$ cat src/rtl/vscan_pkg.sv
package vscan_pkg;
  localparam int unsigned NUM_OE = 3;

  typedef enum logic {FLD_ODD = 1'b0, FLD_EVEN = 1'b1} field_e;

  function automatic int unsigned max_u(input int unsigned a, input int unsigned b);
    return (a > b) ? a : b;
  endfunction
endpackage

$ cat src/rtl/vscan_line_timer.sv
module vscan_line_timer
  import vscan_pkg::*;
#(
  parameter int unsigned CKV_W_CYC    = 455,
  parameter int unsigned OE1_OFS_CYC  = 429,
  parameter int unsigned OE_GAP_CYC   = 521,
  parameter int unsigned OE_SHORT_CYC = 121,
  parameter int unsigned OE_LONG_CYC  = 2350,
  parameter int unsigned CNT_W        = 12
) (
  input  logic              clk_i,
  input  logic              rst_ni,
  input  logic              line_i,
  input  logic              vis_i,
  output logic              run_o,
  output logic [CNT_W-1:0]  cnt_o,
  output logic              gclk_o,
  output logic [NUM_OE-1:0] gate_en_o
);
  logic             run_q;
  logic [CNT_W-1:0] cnt_q;
  logic [31:0]      cnt_w;
  logic [31:0]      width_w;

  always_ff @(posedge clk_i or negedge rst_ni) begin
    if (!rst_ni) begin
      run_q <= 1'b0;
      cnt_q <= '0;
    end else if (line_i) begin
      run_q <= 1'b1;
      cnt_q <= '0;
    end else if (cnt_q != '1) begin
      cnt_q <= cnt_q + 1'b1;
    end
  end

  assign cnt_w   = 32'(cnt_q);
  assign width_w = vis_i ? OE_SHORT_CYC : OE_LONG_CYC;
  assign gclk_o  = run_q && (cnt_w < CKV_W_CYC);
  assign run_o   = run_q;
  assign cnt_o   = cnt_q;

  for (genvar k = 0; k < NUM_OE; k++) begin : g_oe
    localparam int unsigned RISE = OE1_OFS_CYC + int'(k) * OE_GAP_CYC;
    assign gate_en_o[k] = run_q && (cnt_w >= RISE) && (cnt_w < RISE + width_w);
  end

  AST_CKV_AFTER_STROBE: assert property (@(posedge clk_i) disable iff (!rst_ni)
    $rose(gclk_o) |-> $past(line_i));
endmodule

$ cat src/rtl/vscan_field_ctrl.sv
module vscan_field_ctrl
  import vscan_pkg::*;
#(
  parameter int unsigned FIELD_LINES = 262,
  parameter int unsigned VIS_START   = 3,
  parameter int unsigned VIS_LINES   = 234
) (
  input  logic   clk_i,
  input  logic   rst_ni,
  input  logic   line_i,
  input  logic   run_i,
  input  logic   ilace_i,
  output logic   line0_o,
  output logic   vis_o,
  output field_e field_o
);
  localparam int unsigned LN_W = $clog2(FIELD_LINES);
  localparam logic [LN_W-1:0] LAST = LN_W'(FIELD_LINES - 1);

  logic [LN_W-1:0] line_q;
  field_e          field_q;

  always_ff @(posedge clk_i or negedge rst_ni) begin
    if (!rst_ni) begin
      line_q  <= '0;
      field_q <= FLD_ODD;
    end else if (line_i) begin
      if (!run_i) begin
        line_q <= '0;
      end else if (line_q == LAST) begin
        line_q  <= '0;
        field_q <= !ilace_i ? FLD_ODD : ((field_q == FLD_ODD) ? FLD_EVEN : FLD_ODD);
      end else begin
        line_q <= line_q + 1'b1;
      end
    end
  end

  assign line0_o = (line_q == '0);
  assign vis_o   = (32'(line_q) >= VIS_START) && (32'(line_q) < VIS_START + VIS_LINES);
  assign field_o = field_q;

  AST_LINE_RANGE: assert property (@(posedge clk_i) disable iff (!rst_ni)
    32'(line_q) < FIELD_LINES);
  AST_FIELD_AT_WRAP: assert property (@(posedge clk_i) disable iff (!rst_ni)
    !$stable(field_q) |-> (line_q == '0) && $past(line_i));
  AST_FIELD_ODD_NOILACE: assert property (@(posedge clk_i) disable iff (!rst_ni)
    ($past(!ilace_i) && !$stable(field_q)) |-> field_q == FLD_ODD);
endmodule

$ cat src/rtl/vscan_start_gen.sv
module vscan_start_gen
  import vscan_pkg::*;
#(
  parameter int unsigned STV_ODD_CYC  = 976,
  parameter int unsigned STV_EVEN_CYC = 63,
  parameter int unsigned STV_W_CYC    = 2743,
  parameter int unsigned CNT_W        = 12
) (
  input  logic             clk_i,
  input  logic             rst_ni,
  input  logic             run_i,
  input  logic             line0_i,
  input  field_e           field_i,
  input  logic [CNT_W-1:0] cnt_i,
  input  logic             scan_fwd_i,
  output logic             vstart_fwd_o,
  output logic             vstart_fwd_oe_o,
  output logic             vstart_rev_o,
  output logic             vstart_rev_oe_o
);
  localparam int unsigned SW_W = $clog2(STV_W_CYC + 1);

  logic [SW_W-1:0] wid_q;
  logic [31:0]     cnt_w;
  logic [31:0]     ofs_w;
  logic            fire;
  logic            active;

  assign cnt_w  = 32'(cnt_i);
  assign ofs_w  = (field_i == FLD_EVEN) ? STV_EVEN_CYC : STV_ODD_CYC;
  // fire one clock early so the pulse starts in line cycle ofs
  assign fire   = run_i && line0_i && (cnt_w + 32'd1 == ofs_w);
  assign active = (wid_q != '0);

  always_ff @(posedge clk_i or negedge rst_ni) begin
    if (!rst_ni)     wid_q <= '0;
    else if (fire)   wid_q <= SW_W'(STV_W_CYC);
    else if (active) wid_q <= wid_q - 1'b1;
  end

  assign vstart_fwd_oe_o = scan_fwd_i;
  assign vstart_rev_oe_o = !scan_fwd_i;
  assign vstart_fwd_o    = scan_fwd_i && active;
  assign vstart_rev_o    = !scan_fwd_i && active;

  AST_STV_LINE0: assert property (@(posedge clk_i) disable iff (!rst_ni)
    $rose(active) |-> line0_i);
  AST_STV_OFFSET: assert property (@(posedge clk_i) disable iff (!rst_ni)
    $rose(active) |-> cnt_w == ofs_w);
endmodule

$ cat src/rtl/vscan_seq.sv
module vscan_seq
  import vscan_pkg::*;
#(
  parameter int unsigned FIELD_LINES  = 262,
  parameter int unsigned VIS_START    = 3,
  parameter int unsigned VIS_LINES    = 234,
  parameter int unsigned CKV_W_CYC    = 455,
  parameter int unsigned OE1_OFS_CYC  = 429,
  parameter int unsigned OE_GAP_CYC   = 521,
  parameter int unsigned OE_SHORT_CYC = 121,
  parameter int unsigned OE_LONG_CYC  = 2350,
  parameter int unsigned STV_ODD_CYC  = 976,
  parameter int unsigned STV_EVEN_CYC = 63,
  parameter int unsigned STV_W_CYC    = 2743
) (
  input  logic              clk_i,
  input  logic              rst_ni,
  input  logic              line_i,
  input  logic              scan_fwd_i,
  input  logic              ilace_en_i,
  output logic              vstart_fwd_o,
  output logic              vstart_fwd_oe_o,
  output logic              vstart_rev_o,
  output logic              vstart_rev_oe_o,
  output logic              gclk_o,
  output logic [NUM_OE-1:0] gate_en_o,
  output logic              field_o
);
  localparam int unsigned OE_END  = OE1_OFS_CYC + (NUM_OE - 1) * OE_GAP_CYC + OE_LONG_CYC;
  localparam int unsigned CNT_TOP = max_u(max_u(OE_END, CKV_W_CYC), max_u(STV_ODD_CYC, STV_EVEN_CYC));
  localparam int unsigned CNT_W   = $clog2(CNT_TOP + 1);

  logic             run;
  logic [CNT_W-1:0] cnt;
  logic             line0;
  logic             vis;
  field_e           field;

  vscan_line_timer #(
    .CKV_W_CYC(CKV_W_CYC), .OE1_OFS_CYC(OE1_OFS_CYC), .OE_GAP_CYC(OE_GAP_CYC),
    .OE_SHORT_CYC(OE_SHORT_CYC), .OE_LONG_CYC(OE_LONG_CYC), .CNT_W(CNT_W)
  ) u_line (
    .clk_i, .rst_ni, .line_i, .vis_i(vis), .run_o(run), .cnt_o(cnt),
    .gclk_o, .gate_en_o
  );

  vscan_field_ctrl #(
    .FIELD_LINES(FIELD_LINES), .VIS_START(VIS_START), .VIS_LINES(VIS_LINES)
  ) u_field (
    .clk_i, .rst_ni, .line_i, .run_i(run), .ilace_i(ilace_en_i),
    .line0_o(line0), .vis_o(vis), .field_o(field)
  );

  vscan_start_gen #(
    .STV_ODD_CYC(STV_ODD_CYC), .STV_EVEN_CYC(STV_EVEN_CYC),
    .STV_W_CYC(STV_W_CYC), .CNT_W(CNT_W)
  ) u_start (
    .clk_i, .rst_ni, .run_i(run), .line0_i(line0), .field_i(field), .cnt_i(cnt),
    .scan_fwd_i, .vstart_fwd_o, .vstart_fwd_oe_o, .vstart_rev_o, .vstart_rev_oe_o
  );

  assign field_o = (field == FLD_EVEN);
endmodule

$ cat config.mk
export PLATFORM = sky130hd
export DESIGN_NAME = vscan_seq
export DESIGN_NICKNAME = d
export VERILOG_FILES = /design/src/rtl/vscan_pkg.sv /design/src/rtl/vscan_line_timer.sv /design/src/rtl/vscan_field_ctrl.sv /design/src/rtl/vscan_start_gen.sv /design/src/rtl/vscan_seq.sv
export SDC_FILE = /design/constraint.sdc
export NUM_CORES = 1
export LEC_CHECK = 0
export BUFFER_PORTS_ARGS = -buffer_cell sky130_fd_sc_hd__buf_4
export CAP_MARGIN = 20
export CORE_UTILIZATION = 61
export CTS_CLUSTER_SIZE = 12
export DETAILED_ROUTE_END_ITERATION = 16
export PLACE_DENSITY = 0.87
export SLEW_MARGIN = 20
export SYNTH_ARGS = -nofsm -noshare
export SYNTH_HDL_FRONTEND = slang
export SYNTH_SLANG_ARGS = --single-unit
$ cat constraint.sdc
create_clock -name clk_i -period 3 [get_ports clk_i]
set_input_delay 0 -clock clk_i [delete_from_list [all_inputs] [get_ports clk_i]]
set_output_delay 0 -clock clk_i [all_outputs]
set_load 0.02 [all_outputs]
Yosys cells after proc, flatten, opt, wreduce, memory -nomap -nowiden
Index checks and enable logic that the tools add are counted.

Bits in registers: 35. Input bits: 5. Output and inout port bits: 9. Word-level logic and storage cells: 52.

$add $sub $neg: 7. Order comparisons: 9. Eq/ne operators: 3. Muxes and demuxes: 10. Reduce and logical (&&, ||, !) cells: 18.

Operator list (count): < comparator 12 x 32 -> 1 bit (3); two-way mux 12 bit (5); adder 10 x 32 -> 32 bit, first input constant (1); adder 11 x 32 -> 32 bit, first input constant (1); adder 9 x 32 -> 32 bit, first input constant (1); == test 32 bit (1); two-way mux 9 bit (2); adder 12 x 1 -> 13 bit, second input constant (1); adder 12 x 1 -> 12 bit, second input constant (1); greater-or-equal comparator 12 x 10 -> 1 bit, second input constant (1); greater-or-equal comparator 12 x 11 -> 1 bit, second input constant (1); greater-or-equal comparator 12 x 9 -> 1 bit, second input constant (1); logical AND 1 bit (12); < comparator 12 x 9 -> 1 bit, second input constant (1); inequality test 12 bit, second input constant (1); nonzero test 12 bit (1); subtractor 12 x 1 -> 12 bit, second input constant (1); two-way mux 10 bit (1); adder 9 x 1 -> 9 bit, second input constant (1); == test 9 bit, second input constant (1); greater-or-equal comparator 9 x 2 -> 1 bit, second input constant (1); logical NOT 9 bit (1); < comparator 9 x 8 -> 1 bit, second input constant (1); nonzero test 2 bit (2); other kinds (3) (4).

Depth between registers and ports, before layout
Gate-level depths: netlist (run 1).

Depth after elaboration: 6. Gate-level depth with buffers: 11. Gate-level depth less buffers: 11.

Cells and area by module
Synthesis (run 1) repeated with hierarchy kept, for this count alone.

Cell total of the unflattened synthesis: 336. Area total of the unflattened synthesis: 2924.1 µm².

By module, submodules not included: vscan_line_timer (instances 1, cells an instance 132, area an instance 1156.1 µm², sequential area each 325.3 µm²); vscan_start_gen (instances 1, cells an instance 135, area an instance 1112.3 µm², sequential area each 300.3 µm²); vscan_field_ctrl (instances 1, cells an instance 69, area an instance 655.6 µm², sequential area each 250.2 µm²).

Least setup slack after synthesis (run 1)
OpenSTA, ideal clock, no wires.

Path type: register to output. Start: register u_field.line_q[5]. End: output gate_en_o[1]. Data arrival time: 2.742 ns. Data required time: 3.000 ns. Path slack: 0.258 ns. Cell stages (with the launch flop): 9. Buffers on the path: 0. Path through: dfrtp_1 > or4_4 > nor3_2 > a211oi_2 > ha_1 > a211o_1 > o311ai_0 > o311ai_0 > a21oi_1.

Cells in the longest elaborated chain, start to end: 6. Elaborated cells between the ends (all ways): 7. Classes of those cells: add/sub (1); order compare (3); mux (1); reduce/logical (2).

RTL lines: from (decl) (RTL line vscan_field_ctrl.sv:20) `logic [LN_W-1:0] line_q;`; from (signal assigned) (RTL line vscan_field_ctrl.sv:34) `line_q <= line_q + 1'b1;`; greater-or-equal comparator 9 x 2 -> 1 bit / < comparator 9 x 8 -> 1 bit (equally long branches) (RTL line vscan_field_ctrl.sv:40) `assign vis_o = (32'(line_q) >= VIS_START) && (32'(line_q) < VIS_START + VIS_LINES);`; logical AND 1 bit * (RTL line vscan_field_ctrl.sv:40); two-way mux 12 bit * (RTL line vscan_line_timer.sv:38) `assign width_w = vis_i ? OE_SHORT_CYC : OE_LONG_CYC;`; adder 10 x 32 -> 32 bit * (RTL line vscan_line_timer.sv:45) `assign gate_en_o[k] = run_q && (cnt_w >= RISE) && (cnt_w < RISE + width_w);`; < comparator 12 x 32 -> 1 bit * (RTL line vscan_line_timer.sv:45); logical AND 1 bit * (RTL line vscan_line_timer.sv:45); to (decl) (RTL line vscan_seq.sv:26) `output logic [NUM_OE-1:0] gate_en_o,`.

Every way passes the cells marked *; elsewhere a longest branch is shown, timed or not.

Worst setup path in the final report (run 1)
Start: register u_field.line_q[5]. End: output gate_en_o[0].

Cells in the longest elaborated chain, start to end: 6. Elaborated cells between the ends (all ways): 7. Classes of those cells: add/sub (1); order compare (3); mux (1); reduce/logical (2).

RTL lines (RTL line): greater-or-equal comparator 9 x 2 -> 1 bit / < comparator 9 x 8 -> 1 bit (equally long branches) (vscan_field_ctrl.sv:40); logical AND 1 bit * (vscan_field_ctrl.sv:40); two-way mux 12 bit * (vscan_line_timer.sv:38); adder 9 x 32 -> 32 bit * (vscan_line_timer.sv:45); < comparator 12 x 32 -> 1 bit * (vscan_line_timer.sv:45); logical AND 1 bit * (vscan_line_timer.sv:45).

Marked as above.

==> flow_summary.ini, run 1 <==
[synthesis]
synth.avg_cell_area_um2 = 8.64
synth-seq-cells = 35
async_reset_ff_share_pct = 100
syn-cell-area_um2 = 2620
postSynthCellCount = 303
yosysUniqueCellTypes = 59
synth-seq-area-share_pct = 33.5
synth_ff_type = dfrtp_1
syn_nets = 328
ys_warn_count = 0
synth_edf_count = 0

[status]
outcome = finished clean

[grt]
grt_first_pass_wirelength_um = 9420
antenna_found_initial = 0
gr-total-overflow = 0
grt_pass1_vias = 2095
grt_max_degree = 36
grt_use_total_pct = 28.0

[timing]
skew_ns = 0.00653
rsz0062_at_grt = yes
min_period_ns = 2.86
tightestPinTransition_ns = 0.512
period_share_pct = 95.4
fmax_mhz = 349
setup_viol = 0
hold_viol_final = 0
relSlewSlack_pct = 65.9
drv_slew = 0

[floorplanning]
start_util_pct = 64.5
pin_count = 14
die_height_um = 67.5
core_area_um2 = 4060
die_area_um2 = 4560
num_rows = 23
die_w_um = 67.5

[detailed_routing]
drc = 0
drt_wl_total_um = 5850
wl_per_cell_um = 15.8
viasPerCell = 6.24
dr.pass1.iters = 4
antenna_left = 0
vias = 2308
drt-initial-drc-count = 143

[pwr]
power_density_nw_per_um2 = 611
max-vdd-ir-drop_v = 0.000544
power_mw = 1.80
leakagePower_nw = 1.24

[critical_path]
crit_type = reg -> out
crit-reg2reg-launch = u_line.cnt_o[1]
cp_max_fo = 8
r2r_cells = 8
reg2reg_slack_ns = 0.67
critPathCaptureType = primary output
required_ns = 3.00
crit_arrival_ns = 2.86
timing.rr.end = u_start.wid_q[10]
worst_setup_path_start_kind = register
worstSetupStartpoint = u_field.line_q[5]

[cells_and_area]
seq_area_um2 = 880
fin_cells = 370
final_common_cell = dfrtp_1
n_antenna_cell = 0
final_cell_mix = 32 x dfrtp_1, 31 x nand2_1, 23 x buf_4, 22 x a21oi_1, 17 x ha_1
drive_above_1_share_pct = 18.1
fin_nets = 345
n_fill_cell = 290
multi_input_area_um2 = 1650
area_growth_pct = 12.4

[hold_path]
whs_endpoint = u_line.cnt_o[7]
hp-start = line_i
whs_path_depth = 2
hp-class = in -> reg

[place]
place.gp.congestion = 0.845
place_inst = 354
hpwlAfterDp_um = 3910
numPortBuffers = 13

[cts]
htree_levels = 2
root_buffer = clkbuf_8
clk_pin_slew_worst_paths_ns = 0.07
cts_buffers = 5
clockBufferDepth = 2
cts_sinks = 35
cts_tree = done
clock_latency_ns = 0.29

[run]
max_cap_violations = 0
## through the flow
step	TNS (ns)	hold slack (ns)	cell area [um2]	setup slack [ns]	utilization [%]
after floorplan	0	-0.296	2620	0.258	-
final	0	0.0583	2940	0.138	72.5
after global placement	0	-0.0261	2720	0.325	66.9
after CTS	0	0.0453	2820	0.0117	69.6
after detailed placement	0	-0.0258	2720	0.265	66.9
after global routing	-0.0862	0.0567	2940	-0.0485	72.5
## sequential cells by signal (all words and copies together), names as in the netlist
signal	count
u_line.cnt_o	12
u_field.field_o	1
u_line.run_o	1
u_start.wid_q	12
u_field.line_q	9
## timing repair
action,4_1_cts,5_1_grt
endpoints found under the setup margin,1,3
buffers inserted,0,7
gates resized for setup,1,16
endpoints found under the hold margin,36,0
cloned,0,0
pin swaps,0,8
hold buffers,2,0
## routing by layer
metal | routed length, um | GRT usage (%) | vias to the layer above
met2 | 2860 | 44.7 | 76
met1 | 2600 | 36.4 | 1100
met4 | 72 | 11.7 | 0
met5 | 0 | 0 | -
li1 | - | - | 1125
met3 | 310 | 6.08 | 7
## synth_stat cells (all sizes together), types with 2 or more instances
| library cell | count | area, um2 |
|---|---|---|
| nand4 | 4 | 25.0 |
| o211ai | 3 | 22.5 |
| or2 | 3 | 18.8 |
| a31oi | 3 | 18.8 |
| nand3 | 16 | 90.1 |
| o311ai | 3 | 26.3 |
| o21ai | 16 | 80.1 |
| a31o | 2 | 17.5 |
| or3 | 5 | 31.3 |
| or4 | 2 | 18.8 |
| a211oi | 2 | 20.0 |
| o31ai | 5 | 37.5 |
| nand2b | 8 | 50.1 |
| nor2b | 3 | 18.8 |
| inv | 17 | 63.8 |
| ha | 20 | 250 |
| xnor2 | 11 | 96.3 |
| a21oi | 23 | 119 |
| nor2 | 15 | 56.3 |
| nand2 | 33 | 126 |
| dfrtp | 35 | 876 |
| and2 | 6 | 42.5 |
| a41oi | 2 | 17.5 |
| a21boi | 3 | 22.5 |
| nor3 | 12 | 70.1 |
| mux2i | 2 | 20.0 |
| buf | 9 | 62.6 |
| nand3b | 2 | 15.0 |
| nor4 | 5 | 31.3 |
| clkbuf | 6 | 22.5 |
| xor2 | 5 | 43.8 |
| nand4b | 2 | 17.5 |
| o22ai | 2 | 12.5 |
| o41ai | 2 | 17.5 |
| and4 | 3 | 26.3 |
## critical path, cell delays in order (launching register included)
cell        delay (ns)
dfrtp_2           0.43
or4_4             0.57
nor3_4            0.14
a211oi_2          0.11
buf_4             0.19
clkinvlp_4        0.14
ha_1              0.27
nor4_2            0.27
o311ai_1          0.14
nand3_1           0.11
a21oi_1           0.05
buf_4             0.16
## cell families (layout without fill, tap and decap cells)
group                      count (synthesis)  in the layout  share of synthesized area, %
AOI/OAI and AO/OA                         73             73                          18.5
xor gates and xnor gates                  16             16                          5.35
adders and majority gates                 20             20                          9.56
buffers and inverters                     32             49                          5.69
DFF                                       35             35                          33.5
muxes                                      3              3                          1.20
and+or+nand+nor                          124            124                          26.2
## worst max path at each step
stage                        end  slack, ns  cells after the start
global route        gate_en_o[0]      -0.05                     13
CTS                 gate_en_o[0]       0.01                     11
finish              gate_en_o[0]       0.14                     11
detailed placement  gate_en_o[1]       0.27                      9
global placement    gate_en_o[1]       0.32                      9
floorplan           gate_en_o[1]       0.26                      8
## layout make-up
cell class | count | share of cell area [%]
multi-input cells | 236 | 56.2
well taps | 50 | 2.13
clock buffers | 6 | 2.81
inverters | 17 | 2.30
repair buffers | 25 | 6.55
clock inverters | 1 | 0.170
flip-flops and latches | 35 | 29.9
## report_power, final
| group | total [mW] | internal, mW | switching (mW) |
|---|---|---|---|
| clock network | 0.348 | 0.180 | 0.168 |
| logic | 0.736 | 0.356 | 0.380 |
| registers | 0.715 | 0.578 | 0.136 |
| total | 1.80 | 1.11 | 0.685 |
Note: power is estimated with default switching activity, not from simulation.
==> run 2: changes to the inputs <==
--- a/config.mk
+++ b/config.mk
@@ -5,11 +5,13 @@
 export SDC_FILE = /design/constraint.sdc
 export NUM_CORES = 1
 export LEC_CHECK = 0
+export ABC_AREA = 1
 export BUFFER_PORTS_ARGS = -buffer_cell sky130_fd_sc_hd__buf_4
 export CAP_MARGIN = 20
 export CORE_UTILIZATION = 61
 export CTS_CLUSTER_SIZE = 12
 export DETAILED_ROUTE_END_ITERATION = 16
+export HOLD_SLACK_MARGIN = 0.03
 export PLACE_DENSITY = 0.87
 export SLEW_MARGIN = 20
 export SYNTH_ARGS = -nofsm -noshare
==> flow_summary.ini, run 2 <==
[floorplanning]
start_util_pct = 64.3
core_area_um2 = 4060
die_w_um = 67.4
die_area_um2 = 4540
num_rows = 23
die_height_um = 67.4
pin_count = 14

[hold_path]
hp-class = in -> async

[cells_and_area]
n_antenna_cell = 0
final_common_cell = nand2_1
final_cell_mix = 80 x nand2_1, 58 x inv_1, 39 x nor2_1, 35 x dfrtp_1, 25 x nand3_1
drive_above_1_share_pct = 9.66
fin_nets = 407
fin_cells = 433
area_growth_pct = 11.2

[cts]
root_buffer = clkbuf_8
clockBufferDepth = 2
cts_sinks = 35
clock_latency_ns = 0.29
cts_tree = done
cts_buffers = 5
htree_levels = 2
clk_pin_slew_worst_paths_ns = 0.07

[grt]
grt_first_pass_wirelength_um = 9160
grtUsageMet3_pct = 4.56
grt_use_total_pct = 27.2
grt_max_degree = 36
busiest_layer = met2
gr-usage-met2_pct = 47.9
antenna_found_initial = 0
grt_pass1_vias = 2212
gr-total-overflow = 0
use_met1_pct = 31.8

[timing]
drv_slew = 0
fmax_mhz = 371
tns_ns = 0
setup_viol = 0
min_period_ns = 2.70
rsz0062_at_grt = no
relSlewSlack_pct = 69.2
worst_slack_ns = 0.303
skew_ns = 0.0108
tightestPinTransition_ns = 0.458
hold_viol_final = 0
period_share_pct = 89.9

[critical_path]
worst_setup_path_start_kind = register
critPathBufInv = 3
path_cells = ha_1 -> a21o_1 -> nor2_1 -> nor2_1 -> nand2_2 -> inv_2 -> ha_1 -> nand2_1 -> inv_1 -> a211oi_1 -> nand2_1 -> a21oi_1 -> buf_4
crit_arrival_ns = 2.70
critPathCaptureType = primary output
r2r_cells = 14
worstSetupStartpoint = u_field.line_q[0]
crit_slowest_cell = dfrtp_1
crit-reg2reg-launch = u_line.cnt_o[1]
timing.rr.end = u_start.wid_q[4]
max_stage_delay_ns = 0.46
cp_max_fo = 8
endpoint = gate_en_o[1]
crit_type = reg -> out
required_ns = 3.00
reg2reg_slack_ns = 0.94
path_depth = 13
critPathTopFamily = adder cells

[place]
numPortBuffers = 13
pre_cts_slack_ns = 0.474
hpwlAfterDp_um = 4070
place_inst = 422
place.gp.congestion = 0.884

[synthesis]
syn-cell-area_um2 = 2610
synth_ff_type = dfrtp_1
async_reset_ff_share_pct = 100
synth_largest_area_cell = dfrtp_1
synth-seq-area-share_pct = 33.6
yosysUniqueCellTypes = 35
yosysMostFrequentCell = nand2_1
synth-seq-cells = 35
ys_top_cells_by_area = dfrtp_1 34%, nand2_1 12%, ha_1 9.6%
postSynthCellCount = 363
synth.avg_cell_area_um2 = 7.19
synth_common_cells = 81 x nand2_1, 59 x inv_1, 39 x nor2_1
synth_top_area_share_pct = 33.6
syn_nets = 388
synth_edf_count = 0
ys_warn_count = 0

[detailed_routing]
viasPerCell = 5.34
antenna_left = 0
drc = 0
drt_wl_total_um = 5410
vias = 2314
dr.pass1.iters = 4
drt-initial-drc-count = 176
wl_per_cell_um = 12.5

[run]
max_cap_violations = 0

[pwr]
swShare_pct = 39.2
power_switching_mw = 0.742
combinationalPowerShare_pct = 38.3
internal_power_mw = 1.15
seq_power_share_pct = 38.3
leakagePower_nw = 1.58
clkPwrFrac_pct = 23.4
power_density_nw_per_um2 = 652
max-vdd-ir-drop_v = 0.000464

[status]
outcome = finished clean
[run 2: cell count changes in the layout (fill, tap and decap cells not counted), sizes merged, moves of 8 or more]
cell    before  now
nand2       33   84
o21ai       16   25
nand3       16   27
nand2b       8    0
inv         16   60
a21oi       23   12
nor2        15   44
buf         23   13
[run 2: kinds of logic after synthesis]
| group | after synthesis | share of synthesized area, % |
|---|---|---|
| multiplexers | 1 | 0.384 |
| adder cells (fa/ha/maj) | 20 | 9.59 |
| AND/OR/NAND/NOR | 175 | 30.1 |
| AO/OA/AOI/OAI | 51 | 11.0 |
| buffers and inverters | 64 | 9.35 |
| flip-flops | 35 | 33.6 |
| XOR/XNOR | 17 | 5.99 |
[run 2: power by group through the flow]
stage | clock network [mW] | logic, mW | registers [mW]
5_1_grt | 0.463 | 0.842 | 0.744
6_report | 0.442 | 0.725 | 0.725
2_1_floorplan | 0 | 0.563 | 0.705
4_1_cts | 0.448 | 0.723 | 0.722
3_5_place_dp | 0 | 0.715 | 0.725
3_3_place_gp | 0 | 0.675 | 0.723
[run 2: per-stage QoR]
stage / utilization, % / hold slack [ns] / cell area (um2) / total power, mW
CTS: 71.4 / 0.203 / 2900 / 1.89
finish: 71.5 / 0.204 / 2900 / 1.89
global placement: 67.8 / -0.0270 / 2750 / 1.40
detailed placement: 67.8 / -0.0274 / 2750 / 1.44
floorplan: - / -0.296 / 2610 / 1.27
global route: 71.5 / 0.227 / 2900 / 2.05
[run 2: how the worst min path moves through the flow]
stage | slack (ns) | cells after the start | from | endpoint
2_1_floorplan | -0.30 | 0 | rst_ni | u_field.field_o
3_3_place_gp | -0.03 | 1 | rst_ni | u_line.cnt_o[9]
3_5_place_dp | -0.03 | 1 | rst_ni | u_line.cnt_o[9]
4_1_cts | 0.20 | 2 | rst_ni | u_line.cnt_o[9]
5_1_grt | 0.23 | 2 | scan_fwd_i | vstart_fwd_oe_o
6_report | 0.20 | 2 | rst_ni | u_line.cnt_o[9]
[run 2: layout make-up]
cell class,count,area (um2)
clock inverter,2,35.0
clock buffer,6,82.6
timing repair buffer,16,128
tap,50,62.6
multi-input combinational,264,1490
inverter,60,225
fill,332,1160
sequential,35,876
[run 2: repair_timing]
item                                   in CTS  in global routing
resized for setup                           0                  2
hold buffers                                3                  0
setup endpoints to repair                   0                  3
setup buffers                               0                  0
endpoints found under the hold margin      37                  0
[run 2: routing by layer]
layer | vias to the layer above | wire length [um]
met5 | - | 0
met4 | 0 | 125
met3 | 12 | 118
met2 | 36 | 2650
met1 | 1067 | 2510
li1 | 1199 | -
[run 2: worst register-to-register path, delay by kind of cell (launching register included)]
family / cells / cell delay, ns
compound gates: 1 / 0.09
fa+ha+maj: 1 / 0.25
buf+inv: 4 / 0.33
flops: 1 / 0.49
simple gates: 8 / 0.80
==> run 3: changes to the inputs <==
--- a/config.mk
+++ b/config.mk
@@ -8,11 +8,11 @@
 export ABC_AREA = 1
 export BUFFER_PORTS_ARGS = -buffer_cell sky130_fd_sc_hd__buf_4
 export CAP_MARGIN = 20
-export CORE_UTILIZATION = 61
+export CORE_UTILIZATION = 65
 export CTS_CLUSTER_SIZE = 12
 export DETAILED_ROUTE_END_ITERATION = 16
 export HOLD_SLACK_MARGIN = 0.03
-export PLACE_DENSITY = 0.87
+export PLACE_DENSITY = 0.91
 export SLEW_MARGIN = 20
 export SYNTH_ARGS = -nofsm -noshare
 export SYNTH_HDL_FRONTEND = slang
==> constraint.sdc (replaced) <==
create_clock -name clk_i -period 3.5 [get_ports clk_i]
set_input_delay 0 -clock clk_i [delete_from_list [all_inputs] [get_ports clk_i]]
set_output_delay 0 -clock clk_i [all_outputs]
set_load 0.02 [all_outputs]
==> flow_summary.ini, run 3 (synthesized netlist as in run 2, its figures left out) <==
[cts]
htree_levels = 2
post-cts-setup-buffers = 0
root_buffer = clkbuf_8
clock_latency_ns = 0.30
cts_buffers = 5
cts_sinks = 35
cts_tree = done
clockBufferDepth = 2
clk_pin_slew_worst_paths_ns = 0.08

[critical_path]
required_ns = 3.50
worst_setup_path_start_kind = register
cp_max_fo = 8
crit_arrival_ns = 2.83
crit_type = reg -> out
critPathCaptureType = primary output

[timing]
setup_viol = 0
skew_ns = 0.0114
tightestPinTransition_ns = 0.437
tns_ns = 0
rsz0062_at_grt = no
drv_slew = 0
hold_viol_final = 0
min_period_ns = 2.83
period_share_pct = 80.8
fmax_mhz = 354
relSlewSlack_pct = 70.9

[detailed_routing]
drc = 0
dr.pass1.iters = 4
antenna_left = 0
drt-initial-drc-count = 221
drt_wl_total_um = 5660
viasPerCell = 5.48
vias = 2361
wl_per_cell_um = 13.1

[cells_and_area]
n_antenna_cell = 0
multi_input_area_um2 = 1490
n_fill_cell = 271
drive_above_1_share_pct = 9.14
seq_area_um2 = 876
area_growth_pct = 11.7
fin_nets = 407
design_area_um2 = 2920
final_cell_mix = 81 x nand2_1, 59 x inv_1, 39 x nor2_1, 35 x dfrtp_1, 25 x nand3_1
final_common_cell = nand2_1

[grt]
grt_max_degree = 36
gr-total-overflow = 0
antenna_found_initial = 0
grt_first_pass_wirelength_um = 9830
grt_pass1_vias = 2399
grt_use_total_pct = 30.2

[floorplanning]
num_rows = 22
core_area_um2 = 3740
start_util_pct = 69.7
die_area_um2 = 4270
die_w_um = 65.4
pin_count = 14
die_height_um = 65.4

[place]
placed_cell_area_um2 = 2750
numPortBuffers = 13
place.gp.congestion = 0.854
hpwlAfterDp_um = 4250

[run]
max_cap_violations = 0

[pwr]
power_density_nw_per_um2 = 575
leakagePower_nw = 1.59
max-vdd-ir-drop_v = 0.000518

[status]
outcome = finished clean

[hold_path]
hp-class = in -> async
## run 3: cell count changes in the layout (fill, tap and decap cells not counted)
cell	delta
clkinv_2	-1
nand2_1	+1
nand2_2	-1
clkinvlp_4	+1
inv_2	-1
clkbuf_8	-1
inv_1	+1
bufinv_16	+1
## run 3: path summary, 6_finish.rpt
path | start | end | slack (ns) | depth (start not counted)
min in group clk_i | scan_fwd_i | vstart_fwd_oe_o | 0.22 | 2
hold reg to reg | u_start.wid_q[0] | u_start.wid_q[0] | 0.56 | 3
setup reg to reg | u_line.cnt_o[1] | u_start.wid_q[4] | 1.41 | 14
hold / removal | rst_ni | u_start.wid_q[9] | 0.20 | 2
max in group asynchronous | rst_ni | u_field.line_q[0] | 2.99 | 2
setup / recovery | u_field.line_q[0] | gate_en_o[1] | 0.67 | 13
## run 3: report_power, final
part	internal, mW	total, mW	switching, mW
Combinational	0.242	0.621	0.379
Sequential	0.511	0.620	0.109
Clock	0.284	0.436	0.152
## run 3: cell type report
class	instances	share of cell area, %
clock buffer	5	2.36
multi-input combinational	264	51.1
tap	48	2.06
clock inverter	3	2.32
timing repair buffer	16	4.38
inverter	60	7.73
sequential	35	30.0
## run 3: worst max-delay path, stage by stage (launching register included)
cell and delay, ns:
dfrtp_1 0.44, ha_1 0.27, a21o_1 0.17, nor2_1 0.09, nor2_1 0.07, nand2_1 0.22
inv_1 0.19, ha_1 0.32, nand2_1 0.12, inv_1 0.08, a211oi_1 0.21, nand2_1 0.08
a21oi_1 0.12, buf_4 0.15
## run 3: stage by stage
step	power (mW)	setup slack [ns]	cells	hold slack (ns)	utilization [%]
floorplan	1.09	1.16	363	-0.296	-
global placement	1.20	1.13	420	-0.0288	73.4
detailed placement	1.23	0.997	420	-0.0250	73.4
CTS	1.68	0.672	431	0.197	77.9
global route	1.82	0.376	431	0.225	77.9
finish	1.68	0.672	431	0.203	77.9
## run 3: metal layers
metal	vias to the layer above	part of all wire (%)	global-route usage (%)
met3	13	3.4	6.60
met1	1093	44	35.5
met5	-	0	0
li1	1199	-	-
met2	56	51	53.2
met4	0	1.9	11.7
## run 3: timing repair
| item | 4_1_cts | 5_1_grt |
|---|---|---|
| endpoints found under the hold margin | 37 | 0 |
| gates resized for setup | 0 | 0 |
| hold buffers | 3 | 0 |
